### src/rtl/baud_pkg.sv
package baud_pkg;

  typedef enum logic [1:0] {
    MODE_FAST3M = 2'd0,
    MODE_FAST2M = 2'd1,
    MODE_DITHER = 2'd2
  } rate_mode_e;

  // Integer field to rate mode.
  function automatic rate_mode_e decode_mode(input int unsigned n);
    if (n == 0)      return MODE_FAST3M;
    else if (n == 1) return MODE_FAST2M;
    else             return MODE_DITHER;
  endfunction

endpackage

### src/rtl/baud_cfg_hold.sv
module baud_cfg_hold
  import baud_pkg::*;
#(
  parameter int INT_W  = 14,
  parameter int FRAC_W = 3
) (
  input  logic              clk,
  input  logic              rst_n,
  input  logic              tick,
  input  logic [INT_W-1:0]  div_int,
  input  logic [FRAC_W-1:0] div_frac,
  output logic              armed,
  output logic              load_evt,
  output logic              fresh,
  output logic [INT_W-1:0]  act_int,
  output rate_mode_e        act_mode
);

  logic              armed_q;
  logic [INT_W-1:0]  int_q;
  logic [FRAC_W-1:0] frac_q;
  rate_mode_e        mode_q;

  // Reload on the first clock after reset and at every tick boundary.
  assign load_evt = !armed_q || tick;
  assign fresh    = !armed_q || (div_int != int_q) || (div_frac != frac_q);

  always_ff @(posedge clk or negedge rst_n) begin
    if (!rst_n) begin
      armed_q <= 1'b0;
      int_q   <= '0;
      frac_q  <= '0;
      mode_q  <= MODE_FAST3M;
    end else if (load_evt) begin
      armed_q <= 1'b1;
      int_q   <= div_int;
      frac_q  <= div_frac;
      mode_q  <= decode_mode(int'(div_int));
    end
  end

  assign armed    = armed_q;
  assign act_int  = int_q;
  assign act_mode = mode_q;

endmodule

### src/rtl/baud_dither.sv
module baud_dither
  import baud_pkg::*;
#(
  parameter int FRAC_W = 3
) (
  input  logic              clk,
  input  logic              rst_n,
  input  logic              load_evt,
  input  logic              fresh,
  input  rate_mode_e        mode_in,
  input  logic [FRAC_W-1:0] frac_in,
  output logic              extra
);

  logic [FRAC_W-1:0] acc_q;
  logic              extra_q;
  logic [FRAC_W-1:0] k_eff;
  logic [FRAC_W:0]   sum;

  // The fraction code only counts in the dithered range.
  assign k_eff = (mode_in == MODE_DITHER) ? frac_in : '0;
  assign sum   = {1'b0, (fresh ? {FRAC_W{1'b0}} : acc_q)} + {1'b0, k_eff};

  always_ff @(posedge clk or negedge rst_n) begin
    if (!rst_n) begin
      acc_q   <= '0;
      extra_q <= 1'b0;
    end else if (load_evt) begin
      acc_q   <= sum[FRAC_W-1:0];
      extra_q <= sum[FRAC_W];
    end
  end

  assign extra = extra_q;

endmodule

### src/rtl/baud_period_cnt.sv
module baud_period_cnt
  import baud_pkg::*;
#(
  parameter int INT_W       = 14,
  parameter int BASE_DIV    = 16,
  parameter int FAST2M_CLKS = 24
) (
  input  logic             clk,
  input  logic             rst_n,
  input  logic             armed,
  input  logic             load_evt,
  input  rate_mode_e       act_mode,
  input  logic [INT_W-1:0] act_int,
  input  logic             extra,
  output logic             base_stb,
  output logic             tick
);

  localparam int SUB_MAX = (FAST2M_CLKS > BASE_DIV) ? FAST2M_CLKS : BASE_DIV;
  localparam int SUB_W   = $clog2(SUB_MAX);
  localparam int UNIT_W  = INT_W + 1;

  logic [SUB_W-1:0]  sub_q;
  logic [SUB_W-1:0]  sub_lim;
  logic [UNIT_W-1:0] unit_q;
  logic [UNIT_W-1:0] unit_tgt;

  assign sub_lim  = (act_mode == MODE_FAST2M) ? SUB_W'(FAST2M_CLKS - 1)
                                              : SUB_W'(BASE_DIV - 1);
  assign unit_tgt = (act_mode == MODE_DITHER) ? ({1'b0, act_int} + UNIT_W'(extra))
                                              : UNIT_W'(1);

  assign base_stb = armed && (sub_q == sub_lim);
  assign tick     = base_stb && ((unit_q + UNIT_W'(1)) == unit_tgt);

  // First stage: clocks within one base period.
  always_ff @(posedge clk or negedge rst_n) begin
    if (!rst_n)                        sub_q <= '0;
    else if (load_evt || sub_q == sub_lim) sub_q <= '0;
    else                               sub_q <= sub_q + SUB_W'(1);
  end

  // Second stage: base periods within one bit.
  always_ff @(posedge clk or negedge rst_n) begin
    if (!rst_n)        unit_q <= '0;
    else if (load_evt) unit_q <= '0;
    else if (base_stb) unit_q <= unit_q + UNIT_W'(1);
  end

endmodule

### src/rtl/baud_prescaler.sv
module baud_prescaler
  import baud_pkg::*;
#(
  parameter int INT_W       = 14,
  parameter int FRAC_W      = 3,
  parameter int BASE_DIV    = 16,
  parameter int FAST2M_CLKS = 24
) (
  input  logic              clk,
  input  logic              rst_n,
  input  logic [INT_W-1:0]  div_int,
  input  logic [FRAC_W-1:0] div_frac,
  output logic              baud_tick
);

  logic             armed;
  logic             load_evt;
  logic             fresh;
  logic [INT_W-1:0] act_int;
  rate_mode_e       act_mode;
  rate_mode_e       mode_in;
  logic             extra;
  logic             base_stb;
  logic             tick;

  assign mode_in = decode_mode(int'(div_int));

  baud_cfg_hold #(.INT_W(INT_W), .FRAC_W(FRAC_W)) u_cfg (
    .clk(clk), .rst_n(rst_n), .tick(tick),
    .div_int(div_int), .div_frac(div_frac),
    .armed(armed), .load_evt(load_evt), .fresh(fresh),
    .act_int(act_int), .act_mode(act_mode)
  );

  baud_dither #(.FRAC_W(FRAC_W)) u_dith (
    .clk(clk), .rst_n(rst_n), .load_evt(load_evt), .fresh(fresh),
    .mode_in(mode_in), .frac_in(div_frac), .extra(extra)
  );

  baud_period_cnt #(.INT_W(INT_W), .BASE_DIV(BASE_DIV), .FAST2M_CLKS(FAST2M_CLKS)) u_cnt (
    .clk(clk), .rst_n(rst_n), .armed(armed), .load_evt(load_evt),
    .act_mode(act_mode), .act_int(act_int), .extra(extra),
    .base_stb(base_stb), .tick(tick)
  );

  assign baud_tick = tick;

endmodule

### config.mk
export PLATFORM = sky130hd
export DESIGN_NAME = baud_prescaler
export DESIGN_NICKNAME = d
export VERILOG_FILES = /design/src/rtl/baud_pkg.sv /design/src/rtl/baud_cfg_hold.sv /design/src/rtl/baud_dither.sv /design/src/rtl/baud_period_cnt.sv /design/src/rtl/baud_prescaler.sv
export SDC_FILE = /design/constraint.sdc
export NUM_CORES = 1
export LEC_CHECK = 0
export BUFFER_PORTS_ARGS = -buffer_cell sky130_fd_sc_hd__buf_4
export CORE_MARGIN = 4
export CORE_UTILIZATION = 66
export DETAILED_ROUTE_END_ITERATION = 8
export PLACE_DENSITY = 0.88
export SETUP_SLACK_MARGIN = 0.2
export SKIP_LAST_GASP = 1
export SLEW_MARGIN = 25
export SYNTH_ARGS = -nofsm -noshare
export SYNTH_HDL_FRONTEND = slang
export SYNTH_SLANG_ARGS = --single-unit
### constraint.sdc
create_clock -name clk -period 5.1 [get_ports clk]
set_input_delay 0.255 -clock clk [delete_from_list [all_inputs] [get_ports clk]]
set_output_delay 0.255 -clock clk [all_outputs]
set_load 0.01 [all_outputs]
* Word-level counts from Yosys, hierarchy flattened
Index checks and enable logic that the tools add are counted.
Storage, ports and cells: bits in registers 44, bits of input ports 19, logic and storage cells 38
Operators by class: add/subtract/negate cells 4, equal/unequal tests 8, multiplexer cells 9, reductions and logical operators 9
Operators by type and width (count):
- two-way mux 15 bit | 3
- adder 14 x 1 -> 15 bit | 1
- adder 15 x 1 -> 15 bit, second input constant | 1
- equality test 15 bit | 1
- equality test 14 x 1 -> 1 bit, second input constant | 1
- zero test 14 bit | 1
- inequality test 14 bit | 1
- two-way mux 5 bit | 2
- two-way mux 3 bit | 2
- adder 5 x 1 -> 5 bit, second input constant | 1
- equality test 5 bit | 1
- adder 3 x 3 -> 4 bit | 1
- equality test 2 bit, second input constant | 2
- logical OR 1 bit | 4
- two-way mux 2 bit | 2
- inequality test 3 bit | 1
- equality test 2 x 1 -> 1 bit, second input constant | 1
- logical AND 1 bit | 2
- nonzero test 2 bit | 1
- zero test 1 bit | 1

* Logic depth before layout (Yosys ltp)
Gate-level depths: netlist of run 1.
word-level depth 8, depth in mapped cells 12

* Hierarchy
Synthesis of run 1 repeated with hierarchy kept, for this count alone.
Unflattened totals: cells, all modules 364, area total of the unflattened synthesis 3153.0 um^2
By module, submodules not included:
- baud_period_cnt | instances 1, cells an instance 219, area an instance 1823.0 um^2
- baud_cfg_hold | instances 1, cells an instance 110, area an instance 978.4 um^2
- baud_dither | instances 1, cells an instance 28, area an instance 295.3 um^2
- baud_prescaler | instances 1, cells an instance 7, area an instance 56.3 um^2

* Least setup slack after synthesis of run 1
No wires, ideal clock.
path type register -> register, start point register u_cfg.int_q[0], in the netlist u_cfg.act_int[0], end point register u_cfg.int_q[1], in the netlist u_cfg.act_int[1], data arrival time 2736 ps, setup slack 2237 ps, stages on the path, launching flop included 12, path buffers 2, period minus slack after synthesis 2863 ps, cells stage by stage dfrtp_1 > ha_1 > ha_1 > nand4_1 > nor4_1 > xnor3_1 > nor4b_1 > nand4b_1 > o21ai_2 > buf_6 > buf_6 > mux2_1
On the way: word-level cells in the longest chain between the ends 5
RTL lines:
- start, declared | line baud_cfg_hold.sv:20 | logic [INT_W-1:0] int_q;
- start signal, assigned | line baud_cfg_hold.sv:36 | int_q <= div_int;
- adder 14 x 1 -> 15 bit | line baud_period_cnt.sv:30 | assign unit_tgt = (act_mode == MODE_DITHER) ? ({1'b0, act_int} + UNIT_W'(extra))
- two-way mux 15 bit | line baud_period_cnt.sv:30
- equality test 15 bit | line baud_period_cnt.sv:34 | assign tick = base_stb && ((unit_q + UNIT_W'(1)) == unit_tgt);
- logical AND 1 bit | line baud_period_cnt.sv:34
- logical OR 1 bit | line baud_cfg_hold.sv:25 | assign load_evt = !armed_q || tick;
No other way between the ends. A chain may end at the register's enable or synchronous reset.

* Worst setup path in the final report of run 1
start point register u_cnt.unit_q[0], end point register u_cfg.int_q[7], in the netlist u_cfg.act_int[7]
On the way: word-level cells in the longest chain between the ends 4
RTL lines:
- start, declared | line baud_period_cnt.sv:25 | logic [UNIT_W-1:0] unit_q;
- start signal, assigned | line baud_period_cnt.sv:47 | else if (base_stb) unit_q <= unit_q + UNIT_W'(1);
- adder 15 x 1 -> 15 bit | line baud_period_cnt.sv:34
- equality test 15 bit | line baud_period_cnt.sv:34
- logical AND 1 bit | line baud_period_cnt.sv:34
- logical OR 1 bit | line baud_cfg_hold.sv:25
No other way between the ends.

==> metrics.txt, run 1 <==
# TYPE chip_impl_metric gauge
chip_impl_metric{name="io_pins",unit=""} 20
chip_impl_metric{name="clk_pin_slew_worst_paths",unit="ns"} 0.09
chip_impl_metric{name="initialDrtViolationCount",unit=""} 213
chip_impl_metric{name="core-area",unit="um2"} 4444
chip_impl_metric{name="met2_wire_len",unit="mm"} 3.341
chip_impl_metric{name="floorplan.rows",unit=""} 24
chip_impl_metric{name="dieArea",unit="um2"} 5818
chip_impl_info{name="crit_type",value="reg -> reg"} 1
chip_impl_metric{name="buffer_ports.inserted",unit=""} 19
chip_impl_metric{name="final_max_slew_viol_count",unit=""} 0
chip_impl_metric{name="grt_pass1_wl",unit="mm"} 11.31
chip_impl_metric{name="power.static_leakage",unit="uW"} 0.001346
chip_impl_metric{name="clock-sinks",unit=""} 44
chip_impl_metric{name="max_clock_freq",unit="MHz"} 263.7
chip_impl_metric{name="routed_wire_length_per_instance",unit="um"} 16.63
chip_impl_metric{name="multiInputGateArea",unit="um2"} 1841
chip_impl_metric{name="postSynthNetCount",unit=""} 366
chip_impl_metric{name="totalNegativeSetupSlack",unit="ns"} 0
chip_impl_info{name="yosys-top-cells-area",value="dfrtp_1 36%, xnor2_1 8.5%, mux2_2 7.0%"} 1
chip_impl_metric{name="wl_met1",unit="mm"} 2.937
chip_impl_metric{name="synth_top_area_frac",unit=""} 0.3579
chip_impl_metric{name="fill_cells",unit=""} 319
chip_impl_metric{name="globalplace.congestion",unit=""} 0.9890
chip_impl_metric{name="number_of_antenna_violations_at_the_first_check_in_global_routing",unit=""} 0
chip_impl_metric{name="final_antenna_net_count",unit=""} 0
chip_impl_metric{name="synth_cell_types",unit=""} 46
chip_impl_metric{name="grt_pass1_vias",unit=""} 2492
chip_impl_info{name="hold_path_class",value="in -> reg"} 1
chip_impl_metric{name="finalCritPeriodShare",unit=""} 0.7435
chip_impl_metric{name="final_core_util",unit=""} 0.7511
chip_impl_metric{name="routed_wl",unit="mm"} 6.684
chip_impl_metric{name="grt_max_degree",unit=""} 45
chip_impl_metric{name="max_slew.worst_pin.slew",unit="ns"} 0.6626
chip_impl_metric{name="yosysSeqAreaShare",unit=""} 0.3579
chip_impl_info{name="top_layer",value="met4"} 1
chip_impl_metric{name="synthSimpleGateAreaFrac",unit=""} 0.2241
chip_impl_info{name="synth_top_family_by_area",value="simple AND/OR/NAND/NOR gates"} 1
chip_impl_metric{name="groute.usage.overall",unit=""} 0.2370
chip_impl_info{name="crit_path_cell_trace",value="ha_1 > nand4_1 > nor2_1 > nand3_1 > xnor3_1 > nor4b_1 > nand4b_1 > o21ai_2 > buf_4 > mux2_2"} 1
chip_impl_metric{name="die_x",unit="um"} 76.28
chip_impl_metric{name="muxShareOfSynthArea",unit=""} 0.09313
chip_impl_metric{name="register_area",unit="um2"} 1101
chip_impl_metric{name="period_minus_slack",unit="ns"} 3.792
chip_impl_info{name="clock_tree_from_tritoncts",value="done"} 1
chip_impl_metric{name="max_cap_viol_count",unit=""} 0
chip_impl_metric{name="cp_data_arrival_time",unit="ns"} 3.98
chip_impl_info{name="rsz0062_at_grt",value="no"} 1
chip_impl_info{name="ys_top_cells_by_count",value="44 x dfrtp_1, 30 x xnor2_1, 24 x nor2_1"} 1
chip_impl_metric{name="post_cts_resize_count",unit=""} 0
chip_impl_metric{name="yosys.area_share.xor_xnor",unit=""} 0.1497
chip_impl_info{name="min_from",value="div_int[1]"} 1
chip_impl_metric{name="setup-violations-final",unit=""} 0
chip_impl_metric{name="power_per_cell_area",unit="nW/um2"} 233.8
chip_impl_metric{name="dieHeight",unit="um"} 76.28
chip_impl_metric{name="synth-seq-cells",unit=""} 44
chip_impl_info{name="run_status",value="complete, no violations"} 1
chip_impl_metric{name="timing.final.hold_violations",unit=""} 0
chip_impl_metric{name="crit_required",unit="ns"} 5.29
chip_impl_metric{name="clock_tree.buffer_depth",unit=""} 2
chip_impl_info{name="cell_with_the_biggest_individual_delay_on_the_critical_path",value="dfrtp_1"} 1
chip_impl_metric{name="final_net_count",unit=""} 377
chip_impl_metric{name="fraction_of_final_layout_cells_sized_beyond_drive_strength_1",unit=""} 0.1457
chip_impl_metric{name="finalInstanceArea",unit="um2"} 3338
chip_impl_metric{name="mappedNetlistArea",unit="um2"} 3077
chip_impl_metric{name="syn_inst",unit=""} 338
chip_impl_metric{name="met3_length",unit="um"} 300
chip_impl_metric{name="htree_levels",unit=""} 2
chip_impl_metric{name="synth_area_per_cell",unit="um2"} 9.103
chip_impl_metric{name="areaGrowthSynthToFinish",unit="%"} 8.499
chip_impl_info{name="crit-reg2reg-launch",value="u_cnt.unit_q[0]"} 1
chip_impl_info{name="worst_setup_sp_type",value="flip-flop"} 1
chip_impl_info{name="endpoint_kind",value="flip-flop"} 1
chip_impl_metric{name="insertedDiodeCount",unit=""} 0
chip_impl_info{name="yosysTopAreaCell",value="dfrtp_1"} 1
chip_impl_info{name="worstSetupStartpoint",value="u_cnt.unit_q[0]"} 1
chip_impl_metric{name="number_of_vias_per_cell_after_detailed_routing",unit=""} 6.373
chip_impl_metric{name="overflow",unit=""} 0
chip_impl_metric{name="synthesis_warning_total",unit=""} 0
chip_impl_metric{name="remaining_design_rule_violation_count",unit=""} 0
chip_impl_metric{name="finalClockSkew",unit="ns"} 0.005071
chip_impl_metric{name="half_perimeter_wire_length_after_placement",unit="mm"} 4.901
chip_impl_metric{name="clkLatencyLatePin",unit="ns"} 0.30
chip_impl_metric{name="synth-edff-count",unit=""} 0
chip_impl_metric{name="initial_core_utilization",unit=""} 0.6923
chip_impl_metric{name="critical_path.max_fanout",unit=""} 29
chip_impl_info{name="yosysMostFrequentCell",value="dfrtp_1"} 1
chip_impl_metric{name="placedInstanceArea",unit="um2"} 3211
chip_impl_metric{name="slew_headroom",unit=""} 0.5569
chip_impl_metric{name="async_reset_ff_frac",unit=""} 1.000
chip_impl_metric{name="synth_compound_area_frac",unit=""} 0.08906
chip_impl_metric{name="synthAdderAreaFrac",unit=""} 0.03904
chip_impl_metric{name="cts_inserted_buffers",unit=""} 5
chip_impl_metric{name="first_pass_iters",unit=""} 4
chip_impl_info{name="cts.root.buffer_cell",value="clkbuf_8"} 1
chip_impl_metric{name="maximum_cell_stage_delay_along_the_critical_path",unit="ns"} 0.50
chip_impl_info{name="yosys_most_used_dff",value="dfrtp_1"} 1
chip_impl_metric{name="max-vdd-ir-drop",unit="uV"} 202.7
chip_impl_metric{name="route.vias.total",unit=""} 2562
==> where the power goes <==
part / internal, uW / total [uW] / leakage (uW) / switching [uW]
combinational: 58.3 / 117 / 0.000733 / 58.4
sequential: 367 / 392 / 0.000559 / 25.7
clock: 145 / 272 / 0.0000541 / 126
==> through the flow <==
stage          power (uW)  worst slack (ns)  hold WS (ns)  std cells
2_1_floorplan       475.0             2.237      -0.04059        338
3_3_place_gp        507.9             1.516        0.2801        393
3_5_place_dp        513.2             1.370        0.2851        393
4_1_cts             779.5             1.342        0.2005        402
5_1_grt             815.6             1.008        0.1955        402
6_report            780.6             1.308        0.2026        402
==> metal layers <==
metal / GRT usage / vias up
met4: 0.07246 / 0
li1: - / 1226
met2: 0.4174 / 70
met5: 0 / -
met1: 0.2990 / 1256
met3: 0.03664 / 10
==> layout by cell type (no fill, tap or decap), types with 2 or more instances in the layout <==
| master | instances |
|---|---|
| nor4_1 | 12 |
| xnor2_1 | 30 |
| o21ai_0 | 10 |
| nor4b_1 | 3 |
| and2_1 | 3 |
| inv_1 | 14 |
| nor2_1 | 24 |
| nor3b_1 | 3 |
| nor3_1 | 13 |
| clkbuf_8 | 5 |
| dfrtp_1 | 44 |
| nand2_1 | 21 |
| nand3_1 | 16 |
| o211ai_1 | 7 |
| mux2_2 | 19 |
| mux2_1 | 2 |
| or3_1 | 4 |
| nand4_1 | 16 |
| nand3b_1 | 2 |
| a21oi_1 | 15 |
| a31oi_1 | 3 |
| mux2i_1 | 5 |
| ha_1 | 8 |
| a21o_1 | 2 |
| xor2_1 | 20 |
| and3_1 | 2 |
| nand2b_1 | 5 |
| buf_4 | 21 |
==> final cells by class <==
class	count	area share
Tap cell	52	0.01949
Multi-Input combinational cell	262	0.5514
Timing Repair Buffer	22	0.05022
Sequential cell	44	0.3298
Clock buffer	5	0.02061
Clock inverter	3	0.01274
Inverter	14	0.01574
==> flip-flops by register name (all words and copies together) (netlist names) <==
| register | flops |
|---|---|
| u_dith.extra | 1 |
| u_dith.acc_q | 3 |
| u_cfg.act_int | 14 |
| u_cfg.act_mode | 2 |
| u_cnt.unit_q | 15 |
| u_cnt.sub_q | 5 |
| u_cfg.armed | 1 |
| u_cfg.frac_q | 3 |
==> logic make-up (layout without fill, tap and decap cells) <==
kind of cell,Yosys count,after routing
AO/OA/AOI/OAI,45,45
XOR/XNOR,51,51
adder cells (fa/ha/maj),9,9
buffers and inverters,32,44
flip-flops,44,44
multiplexers,26,26
other,1,1
AND/OR/NAND/NOR,130,130
==> worst max-delay path, delay by kind of cell (launching register included) <==
family                   cells  cell delay, ns
XOR/XNOR                     1            0.39
multiplexers                 1            0.39
flip-flops                   1            0.50
AND/OR/NAND/NOR              5            1.41
buffers and inverters        1            0.37
AO/OA/AOI/OAI                1            0.26
adder cells (fa/ha/maj)      1            0.34
==> worst paths after layout <==
| check | to | slack [ns] | depth (start not counted) |
|---|---|---|---|
| max in group asynchronous | u_cnt.unit_q[5] | 4.23 | 2 |
| min in group asynchronous | u_cnt.unit_q[11] | 0.48 | 2 |
| setup reg to reg | u_cfg.act_int[7] | 1.31 | 10 |
| hold reg to reg | u_cnt.sub_q[0] | 0.47 | 1 |
| hold / removal | u_cfg.act_int[1] | 0.20 | 2 |
| setup / recovery | u_cfg.act_int[7] | 1.31 | 10 |
==> what timing repair did <==
item	in CTS	in global routing
buffers inserted	0	0
endpoints found under the hold margin	44	0
hold buffers	1	0
Power figures use the tool's default switching activity.
==> run 2: changes to the inputs <==
Settings changed: ABC_AREA set to 1, CORE_UTILIZATION 66 to 62, PLACE_DENSITY 0.88 to 0.83.
Clock period 5.1 ns to 3.85 ns, I/O delays scaled along.
==> metrics.txt, run 2 <==
# TYPE chip_impl_metric gauge
chip_impl_info{name="run_status",value="complete, no violations"} 1
chip_impl_metric{name="synth_top_area_frac",unit=""} 0.3059
chip_impl_metric{name="crit_required",unit="ns"} 4.05
chip_impl_metric{name="grt_pass1_vias",unit=""} 3448
chip_impl_info{name="top_register",value="u_cnt.unit_q"} 1
chip_impl_info{name="yosys-top-cells-area",value="dfrtp_1 31%, nand2_1 21%, nand3_1 9.7%"} 1
chip_impl_info{name="crit_path_cell_trace",value="ha_1 > ha_1 > nand2_2 > nor2_4 > nand3_2 > nor2_1 > nand3_1 > xor2_1 > inv_1 > nor2_1 > nand2_1 > buf_12 > nand3_1 > nand2_1"} 1
chip_impl_metric{name="final_net_count",unit=""} 611
chip_impl_info{name="crit_type",value="reg -> reg"} 1
chip_impl_metric{name="floorplan.rows",unit=""} 27
chip_impl_metric{name="die_x",unit="um"} 84.20
chip_impl_metric{name="timing.final.hold_violations",unit=""} 0
chip_impl_metric{name="number_of_vias_per_cell_after_detailed_routing",unit=""} 5.471
chip_impl_metric{name="ff2ff_path_depth",unit=""} 14
chip_impl_metric{name="met2_wire_len",unit="mm"} 4.177
chip_impl_metric{name="half_perimeter_wire_length_after_placement",unit="mm"} 6.662
chip_impl_metric{name="overflow",unit=""} 0
chip_impl_info{name="top_layer",value="met4"} 1
chip_impl_metric{name="synth-edff-count",unit=""} 0
chip_impl_metric{name="power_per_cell_area",unit="nW/um2"} 281.2
chip_impl_metric{name="cp_data_arrival_time",unit="ns"} 2.98
chip_impl_metric{name="groute.usage.overall",unit=""} 0.2593
chip_impl_metric{name="clock-sinks",unit=""} 44
chip_impl_info{name="clock_tree_from_tritoncts",value="done"} 1
chip_impl_info{name="setup.worst_path.end",value="u_cfg.act_int[2]"} 1
chip_impl_metric{name="max_slew.worst_pin.slew",unit="ns"} 0.6913
chip_impl_metric{name="areaGrowthSynthToFinish",unit="%"} 8.342
chip_impl_info{name="yosysMostFrequentCell",value="nand2_1"} 1
chip_impl_metric{name="initialDrtViolationCount",unit=""} 289
chip_impl_metric{name="ff2ff_setup_slack",unit="ns"} 1.07
chip_impl_info{name="rsz0062_at_grt",value="no"} 1
chip_impl_metric{name="critical_path.max_fanout",unit=""} 28
chip_impl_metric{name="period_minus_slack",unit="ns"} 2.780
chip_impl_metric{name="cts_inserted_buffers",unit=""} 5
chip_impl_info{name="min_from",value="div_frac[0]"} 1
chip_impl_info{name="yosysTopAreaCell",value="dfrtp_1"} 1
chip_impl_metric{name="slew_headroom",unit=""} 0.5386
chip_impl_metric{name="routed_wl",unit="mm"} 8.838
chip_impl_metric{name="finish.cell_count_without_fillers",unit=""} 656
chip_impl_metric{name="setup-violations-final",unit=""} 0
chip_impl_info{name="worst_setup_sp_type",value="flip-flop"} 1
chip_impl_metric{name="mappedNetlistArea",unit="um2"} 3600
chip_impl_metric{name="max-vdd-ir-drop",unit="uV"} 205.4
chip_impl_metric{name="clkLatencyLatePin",unit="ns"} 0.32
chip_impl_metric{name="synth_area_per_cell",unit="um2"} 6.338
chip_impl_metric{name="number_of_antenna_violations_at_the_first_check_in_global_routing",unit=""} 0
chip_impl_metric{name="async_reset_ff_frac",unit=""} 1.000
chip_impl_metric{name="power.static_leakage",unit="uW"} 0.002094
chip_impl_metric{name="insertedDiodeCount",unit=""} 0
chip_impl_metric{name="remaining_design_rule_violation_count",unit=""} 0
chip_impl_metric{name="finalClockSkew",unit="ns"} 0.01410
chip_impl_info{name="ys_top_cells_by_count",value="203 x nand2_1, 75 x inv_1, 70 x nand3_1"} 1
chip_impl_metric{name="met3_length",unit="um"} 472
chip_impl_metric{name="first_pass_iters",unit=""} 5
chip_impl_metric{name="fraction_of_final_layout_cells_sized_beyond_drive_strength_1",unit=""} 0.1027
chip_impl_metric{name="totalNegativeSetupSlack",unit="ns"} 0
chip_impl_metric{name="max_clock_freq",unit="MHz"} 359.7
chip_impl_metric{name="htree_levels",unit=""} 2
chip_impl_metric{name="wl_met1",unit="mm"} 4.057
chip_impl_info{name="layout.cells.most_common",value="nand2_1"} 1
chip_impl_metric{name="io_pins",unit=""} 20
chip_impl_metric{name="largest_register_ff_count",unit=""} 15
chip_impl_metric{name="clk_pin_slew_worst_paths",unit="ns"} 0.08
chip_impl_metric{name="max_cap_viol_count",unit=""} 0
chip_impl_info{name="worstSetupStartpoint",value="u_cfg.act_int[0]"} 1
chip_impl_metric{name="synth_cell_types",unit=""} 34
chip_impl_info{name="hold_path_class",value="in -> reg"} 1
chip_impl_metric{name="post-place-cells",unit=""} 647
chip_impl_metric{name="routed_wire_length_per_instance",unit="um"} 13.47
chip_impl_metric{name="maximum_cell_stage_delay_along_the_critical_path",unit="ns"} 0.41
chip_impl_info{name="cell_with_the_biggest_individual_delay_on_the_critical_path",value="dfrtp_1"} 1
chip_impl_info{name="endpoint_kind",value="flip-flop"} 1
chip_impl_info{name="layout.cells.most_common_list",value="203 x nand2_1, 75 x inv_1, 70 x nand3_1"} 1
chip_impl_metric{name="postSynthNetCount",unit=""} 596
chip_impl_metric{name="core-area",unit="um2"} 5574
chip_impl_metric{name="synthesis_warning_total",unit=""} 0
chip_impl_metric{name="dieHeight",unit="um"} 84.20
chip_impl_info{name="worst_r2r_endpoint",value="u_cfg.act_int[2]"} 1
chip_impl_metric{name="fill_cells",unit=""} 515
chip_impl_metric{name="grt_max_degree",unit=""} 45
chip_impl_metric{name="initial_core_utilization",unit=""} 0.6458
chip_impl_metric{name="syn_inst",unit=""} 568
chip_impl_metric{name="globalplace.congestion",unit=""} 0.9071
chip_impl_metric{name="dieArea",unit="um2"} 7089
chip_impl_info{name="cts.root.buffer_cell",value="clkbuf_8"} 1
chip_impl_metric{name="final_max_slew_viol_count",unit=""} 0
chip_impl_metric{name="synth-seq-cells",unit=""} 44
chip_impl_metric{name="clock_tree.buffer_depth",unit=""} 2
chip_impl_info{name="yosys_most_used_dff",value="dfrtp_1"} 1
chip_impl_metric{name="route.vias.total",unit=""} 3589
chip_impl_metric{name="grt_pass1_wl",unit="mm"} 15.19
chip_impl_info{name="crit-reg2reg-launch",value="u_cfg.act_int[0]"} 1
chip_impl_metric{name="yosysSeqAreaShare",unit=""} 0.3059
chip_impl_metric{name="finalCritPeriodShare",unit=""} 0.7220
chip_impl_metric{name="buffer_ports.inserted",unit=""} 19
chip_impl_metric{name="final_antenna_net_count",unit=""} 0
## run 2: changes by cell type after synthesis, sizes merged, moves of 12 or more
| cell | before | now |
|---|---|---|
| inv | 14 | 76 |
| nor2 | 24 | 78 |
| mux2 | 21 | 0 |
| nand3 | 16 | 82 |
| xnor2 | 30 | 2 |
| nand2 | 21 | 205 |
| nor3 | 13 | 1 |
## run 2: repair_timing
action,in CTS,in global routing
gates resized for setup,0,0
setup buffers,0,0
hold buffers,1,0
endpoints found under the hold margin,44,0
## run 2: logic make-up after synthesis
logic type | share of synthesized area
fa+ha+maj | 0.03337
other cells | 0.001042
xor+xnor | 0.03372
simple gates | 0.4790
buf+inv | 0.1081
flops | 0.3059
compound gates | 0.03893
## run 2: worst min path at each step
stage,end,cells after the start,slack [ns]
5_1_grt,u_cfg.frac_q[0],3,0.09
3_3_place_gp,u_dith.acc_q[0],1,0.22
4_1_cts,u_cfg.frac_q[0],3,0.09
6_report,u_cfg.frac_q[0],3,0.08
3_5_place_dp,u_cfg.frac_q[2],1,0.23
2_1_floorplan,u_cfg.act_int[0],0,-0.10
## run 2: through the flow
step | worst slack (ns) | utilization | instance area (um2) | total power (uW) | hold WS (ns)
finish | 1.070 | 0.6997 | 3900 | 1097 | 0.08291
global route | 0.8013 | 0.6997 | 3900 | 1154 | 0.09065
CTS | 1.121 | 0.6997 | 3900 | 1094 | 0.08577
detailed placement | 1.143 | 0.6752 | 3764 | 702.1 | 0.2263
global placement | 1.238 | 0.6752 | 3764 | 698.2 | 0.2200
floorplan | 1.724 | - | 3600 | 638.8 | -0.1031
## run 2: cell type report
type                       count  area [um2]  share of cell area
multi-input combinational    433        2110              0.5409
timing repair buffer          23       187.7             0.04812
clock inverter                 1       30.03            0.007700
inverter                      76       285.3             0.07315
sequential                    44        1101              0.2823
tap                           72       90.09             0.02310
clock buffer                   7       96.34             0.02470
## run 2: layer usage
layer  global-route usage  vias up
met1               0.3498     1648
met5                    0        -
li1                     -     1811
met4              0.07164        0
met2               0.4354      114
met3              0.03729       16
## run 2: critical path, delay by kind of cell (launching register included)
| kind | cells | cell delay [ns] |
|---|---|---|
| and+or+nand+nor | 9 | 1.22 |
| adders and majority gates | 2 | 0.43 |
| DFF | 1 | 0.41 |
| buffers and inverters | 2 | 0.36 |
| xor gates and xnor gates | 1 | 0.24 |
## run 2: power by group
group          internal, uW  switching [uW]
sequential              484            28.2
clock                   229             171
combinational          65.6             119
